File: src/rtl/memwin_pkg.sv
package memwin_pkg;

    typedef enum logic [1:0] {
        ACC_IDLE   = 2'b00,
        ACC_BUSY   = 2'b01,
        ACC_LOCKED = 2'b10,
        ACC_RSVD   = 2'b11
    } acc_state_e;

    typedef enum logic [1:0] {
        SRC_ZERO = 2'b00,
        SRC_IMEM = 2'b01,
        SRC_DMEM = 2'b10
    } rsp_src_e;

    typedef struct packed {
        logic     valid;
        rsp_src_e src;
        logic     fatal;
    } rsp_stage_t;

endpackage

File: src/rtl/memwin_window.sv
module memwin_window #(
    parameter int unsigned ADDR_W    = 16,
    parameter int unsigned REGION_AW = 14,
    parameter int unsigned WORDS     = 1024,
    parameter int unsigned MEM_AW    = 10,
    parameter logic [ADDR_W-1:0] BASE = 16'h4000
) (
    input  logic [ADDR_W-1:0] addr_i,
    output logic              hit_o,
    output logic              impl_o,
    output logic [MEM_AW-1:0] mem_addr_o
);
    localparam int unsigned IDX_W = REGION_AW - 2;
    localparam logic [IDX_W:0] LIMIT = WORDS[IDX_W:0];

    logic [IDX_W-1:0] idx;
    logic             aligned;

    always_comb begin
        idx        = addr_i[REGION_AW-1:2];
        aligned    = (addr_i[1:0] == 2'b00);
        hit_o      = (addr_i[ADDR_W-1:REGION_AW] == BASE[ADDR_W-1:REGION_AW]);
        impl_o     = aligned && ({1'b0, idx} < LIMIT);
        mem_addr_o = idx[MEM_AW-1:0];
    end

endmodule

File: src/rtl/memwin_resp.sv
module memwin_resp
    import memwin_pkg::*;
#(
    parameter int unsigned DATA_W = 32
) (
    input  logic              clk_i,
    input  logic              rst_ni,
    input  logic              valid_i,
    input  rsp_src_e          src_i,
    input  logic              fatal_i,
    input  logic [DATA_W-1:0] imem_rdata_i,
    input  logic [DATA_W-1:0] dmem_rdata_i,
    output logic              rsp_valid_o,
    output logic [DATA_W-1:0] rsp_rdata_o,
    output logic              fatal_o
);
    rsp_stage_t stage_d, stage_q;

    always_comb begin
        stage_d       = stage_q;
        stage_d.valid = valid_i;
        stage_d.src   = valid_i ? src_i : SRC_ZERO;
        stage_d.fatal = valid_i && fatal_i;
    end

    always_ff @(posedge clk_i or negedge rst_ni) begin
        if (!rst_ni) begin
            stage_q <= '{valid: 1'b0, src: SRC_ZERO, fatal: 1'b0};
        end else begin
            stage_q <= stage_d;
        end
    end

    always_comb begin
        rsp_valid_o = stage_q.valid;
        fatal_o     = stage_q.fatal;
        unique case (stage_q.src)
            SRC_IMEM: rsp_rdata_o = imem_rdata_i;
            SRC_DMEM: rsp_rdata_o = dmem_rdata_i;
            default:  rsp_rdata_o = '0;
        endcase
    end

endmodule

File: src/rtl/memwin_gate.sv
module memwin_gate
    import memwin_pkg::*;
#(
    parameter int unsigned ADDR_W         = 16,
    parameter int unsigned DATA_W         = 32,
    parameter int unsigned REGION_BYTES   = 16384,
    parameter logic [ADDR_W-1:0] IMEM_BASE = 16'h4000,
    parameter logic [ADDR_W-1:0] DMEM_BASE = 16'h8000,
    parameter int unsigned IMEM_WORDS     = 1024,
    parameter int unsigned DMEM_WIN_WORDS = 512,
    parameter int unsigned DMEM_DEPTH     = 1024,
    localparam int unsigned BE_W      = DATA_W / 8,
    localparam int unsigned REGION_AW = $clog2(REGION_BYTES),
    localparam int unsigned IMEM_AW   = $clog2(IMEM_WORDS),
    localparam int unsigned DMEM_AW   = $clog2(DMEM_DEPTH)
) (
    input  logic               clk_i,
    input  logic               rst_ni,
    input  logic [1:0]         acc_state_i,
    input  logic               req_valid_i,
    input  logic               req_write_i,
    input  logic [ADDR_W-1:0]  req_addr_i,
    input  logic [BE_W-1:0]    req_be_i,
    input  logic [DATA_W-1:0]  req_wdata_i,
    output logic               rsp_valid_o,
    output logic [DATA_W-1:0]  rsp_rdata_o,
    output logic               fatal_bus_o,
    output logic               imem_req_o,
    output logic               imem_we_o,
    output logic [IMEM_AW-1:0] imem_addr_o,
    output logic [DATA_W-1:0]  imem_wdata_o,
    input  logic [DATA_W-1:0]  imem_rdata_i,
    output logic               dmem_req_o,
    output logic               dmem_we_o,
    output logic [DMEM_AW-1:0] dmem_addr_o,
    output logic [DATA_W-1:0]  dmem_wdata_o,
    input  logic [DATA_W-1:0]  dmem_rdata_i
);
    logic     imem_hit, imem_impl;
    logic     dmem_hit, dmem_impl;
    logic     is_idle, is_busy, write_ok;
    logic     imem_go, dmem_go;
    rsp_src_e src_sel;
    logic     fatal_now;

    memwin_window #(
        .ADDR_W   (ADDR_W),
        .REGION_AW(REGION_AW),
        .WORDS    (IMEM_WORDS),
        .MEM_AW   (IMEM_AW),
        .BASE     (IMEM_BASE)
    ) u_imem_win (
        .addr_i    (req_addr_i),
        .hit_o     (imem_hit),
        .impl_o    (imem_impl),
        .mem_addr_o(imem_addr_o)
    );

    memwin_window #(
        .ADDR_W   (ADDR_W),
        .REGION_AW(REGION_AW),
        .WORDS    (DMEM_WIN_WORDS),
        .MEM_AW   (DMEM_AW),
        .BASE     (DMEM_BASE)
    ) u_dmem_win (
        .addr_i    (req_addr_i),
        .hit_o     (dmem_hit),
        .impl_o    (dmem_impl),
        .mem_addr_o(dmem_addr_o)
    );

    always_comb begin
        is_idle  = (acc_state_e'(acc_state_i) == ACC_IDLE);
        is_busy  = (acc_state_e'(acc_state_i) == ACC_BUSY);
        write_ok = !req_write_i || (&req_be_i);

        imem_go = req_valid_i && is_idle && imem_hit && imem_impl && write_ok;
        dmem_go = req_valid_i && is_idle && dmem_hit && dmem_impl && write_ok;

        imem_req_o   = imem_go;
        imem_we_o    = imem_go && req_write_i;
        imem_wdata_o = req_wdata_i;
        dmem_req_o   = dmem_go;
        dmem_we_o    = dmem_go && req_write_i;
        dmem_wdata_o = req_wdata_i;

        if (imem_go && !req_write_i) begin
            src_sel = SRC_IMEM;
        end else if (dmem_go && !req_write_i) begin
            src_sel = SRC_DMEM;
        end else begin
            src_sel = SRC_ZERO;
        end

        fatal_now = is_busy && (imem_hit || dmem_hit);
    end

    memwin_resp #(
        .DATA_W(DATA_W)
    ) u_resp (
        .clk_i       (clk_i),
        .rst_ni      (rst_ni),
        .valid_i     (req_valid_i),
        .src_i       (src_sel),
        .fatal_i     (fatal_now),
        .imem_rdata_i(imem_rdata_i),
        .dmem_rdata_i(dmem_rdata_i),
        .rsp_valid_o (rsp_valid_o),
        .rsp_rdata_o (rsp_rdata_o),
        .fatal_o     (fatal_bus_o)
    );

endmodule

File: config.mk
export PLATFORM = sky130hd
export DESIGN_NAME = memwin_gate
export DESIGN_NICKNAME = d
export VERILOG_FILES = /design/src/rtl/memwin_pkg.sv /design/src/rtl/memwin_window.sv /design/src/rtl/memwin_resp.sv /design/src/rtl/memwin_gate.sv
export SDC_FILE = /design/constraint.sdc
export NUM_CORES = 1
export LEC_CHECK = 0
export ABC_AREA = 1
export CORE_AREA = 2 2 95 97
export CTS_CLUSTER_DIAMETER = 100
export DETAILED_ROUTE_END_ITERATION = 10
export DIE_AREA = 0 0 97 99
export DONT_BUFFER_PORTS = 1
export PLACE_DENSITY = 0.42
export SYNTH_ARGS = -nofsm -noshare
export SYNTH_HDL_FRONTEND = slang
export SYNTH_HIERARCHICAL = 1
export SYNTH_SLANG_ARGS = --single-unit
File: constraint.sdc
create_clock -name clk_i -period 1 [get_ports clk_i]
set_input_delay 0.15 -clock clk_i [delete_from_list [all_inputs] [get_ports clk_i]]
set_output_delay 0.15 -clock clk_i [all_outputs]
set_load 0.01 [all_outputs]
==> flow_summary.json <==
{
  "htreeDepth": 1,
  "cts.clk_slew.worst_paths_ns": 0.03,
  "fin_tns_setup_ns": -13.17,
  "fmax_mhz": 699,
  "min_period_ns": 1.43,
  "drive_above_1_share": 0.483,
  "synth-seq-cells": 4,
  "worst_path_dominant_cell_family": "flip-flops",
  "end_kind": "primary output",
  "cp.arrival_ns": 1.28,
  "overflow": 0,
  "yosys_warnings": 6,
  "wirelength_microns": 3800,
  "synth_common_cells": "85 x buf_4, 76 x nand2_1, 29 x a21oi_2, 19 x inv_1, 9 x nor2_1",
  "whs_ns": 0.0419,
  "startpoint_type": "flip-flop",
  "worst-path-buf-inv": 2,
  "async_flop_share": 1.00,
  "hold_violations": 0,
  "drt_iter0_markers": 18,
  "n_fill_cell": 951,
  "power.density_mw_per_mm2": 360,
  "p_leak_nw": 0.388,
  "gr-usage-all-layers": 0.0688,
  "die_h_microns": 99,
  "first_pass_iters": 3,
  "fin_cells": 280,
  "initial_core_util": 0.178,
  "ys.flop_type": "dfrtp_1",
  "wl_per_cell_microns": 13.6,
  "final_max_slew_viol_count": 0,
  "required_ns": 0.85,
  "grt_pass1_wl_microns": 5390,
  "place_congestion": 0.639,
  "grt_max_degree": 25,
  "synth.largest_area_cell": "buf_4",
  "path_max_fanout": 12,
  "antenna_found_initial": 0,
  "cp_slowest_stage_delay_ns": 0.38,
  "slowest_stage": "dfrtp_1",
  "yosysTopAreaCellShare": 0.419,
  "syn2layout_area_growth_pct": 4.68,
  "synth_area_per_cell_sq_um": 6.27,
  "clockBufferDepth": 2,
  "nNetsFinal": 298,
  "timing.final.crit_share": 1.43,
  "worstMarginPinSlew_ns": 0.288,
  "io_pins": 244,
  "fp.dieW_microns": 97,
  "setup_viol": 32,
  "criticalPathCategory": "flip-flop to primary output",
  "ant_nets": 0,
  "cts_tree": "done",
  "grt_pass1_vias": 1088,
  "synth-edff-count": 0,
  "status": "complete, but fails checks",
  "cp_cell_sequence": "inv_2, ha_4, clkbuf_16, nand2_1, a21oi_4",
  "peakVddDrop_mv": 0.531,
  "maxCapViolCount": 0,
  "yosysSeqAreaShare": 0.0657,
  "diodes": 0,
  "netlist_area_sq_mm": 0.00152,
  "relSlewSlack": 0.808,
  "synth_nets": 367,
  "portBuffers": 0,
  "dieArea_sq_mm": 0.00960,
  "std_cell_rows": 34,
  "via_count": 1114,
  "drcViolationCount": 0,
  "cts-root-buf": "clkbuf_8",
  "routed_via_density": 3.98,
  "hpwl_microns": 3120,
  "fp.coreArea_sq_mm": 0.00855,
  "violations": "negative setup slack",
  "min_path_type": "input port to flip-flop",
  "synth.most_common_cell": "buf_4",
  "synth_cells": 243,
  "cts_buffers": 3,
  "rsz0062_at_grt": "true",
  "dp.cells": 273,
  "clock-sinks": 4,
  "synth_cell_types": 14,
  "timing.final.ws_setup_ns": -0.431,
  "synth.top_cells.by_area": "buf_4 42%, nand2_1 19%, a21oi_2 17%"
}
## logic make-up after synthesis
family | after synthesis | synth area share
fa+ha+maj | 2 | 0.0164
compound gates | 34 | 0.183
simple gates | 91 | 0.230
buf+inv | 112 | 0.505
flops | 4 | 0.0657
## area by class of cell
class                           instances  area [sq um]  share of cell area
Multi-Input combinational cell        127          1020               0.639
Inverter                               19          88.8              0.0557
Clock buffer                            3          41.3              0.0259
Tap cell                              108           135              0.0848
Sequential cell                         4           100              0.0628
Timing Repair Buffer                   19           210               0.132
## flip-flops by register name, indices dropped and copies added (netlist names)
register and count:
u_resp/rsp_valid_o 1, u_resp/stage_q 2, u_resp/fatal_o 1
## power breakdown
group          switching [W]  total (W)  internal [W]  leakage (nW)
clock              0.0000811   0.000337      0.000256        0.0216
sequential        0.00000335   0.000170      0.000166        0.0534
combinational      0.0000364  0.0000661     0.0000297         0.313
total               0.000121   0.000573      0.000452         0.388
## metrics by stage
step | worst slack [ns] | utilization | area (sq um) | total power [W]
4_1_cts | -0.440 | 0.174 | 1490 | 0.000572
6_report | -0.431 | 0.186 | 1590 | 0.000573
5_1_grt | -0.495 | 0.186 | 1590 | 0.000612
3_3_place_gp | -0.222 | 0.161 | 1370 | 0.000206
3_5_place_dp | -0.238 | 0.161 | 1370 | 0.000207
2_1_floorplan | -0.134 | - | 1840 | 0.000547
## worst paths after layout
check,start,endpoint,slack [ns],depth (start not counted)
min,req_valid_i,u_resp/fatal_o,0.04,2
max in group asynchronous,rst_ni,u_resp/stage_q[2],0.59,1
max,u_resp/stage_q[1],rsp_rdata_o[30],-0.43,5
min in group asynchronous,rst_ni,u_resp/rsp_valid_o,0.22,1
## what timing repair did
action / in CTS / in global routing
buffers inserted: 1 / 0
endpoints found under the hold margin: 5 / 0
setup endpoints to repair: 35 / 37
pin swaps: 17 / 10
resized for setup: 12 / 28
cloned: 0 / 1
hold buffers: 2 / 0
## layer usage
layer  vias to the layer above  GRT usage  share of wire
met5                         -          0              0
met4                         0     0.0260          0.033
met3                        30     0.0404           0.15
met2                        93      0.127           0.51
met1                       472     0.0619           0.31
li1                        519          -              -
## cells in the final DEF, fill, tap and decap left out, types with 4 or more instances in the layout
| master | n |
|---|---|
| nand2_1 | 65 |
| a21oi_4 | 31 |
| inv_1 | 11 |
| buf_4 | 11 |
| nand2_2 | 10 |
| inv_2 | 6 |
| nor2_1 | 4 |
| dfrtp_1 | 4 |
Note: power is estimated with default switching activity, not from simulation.
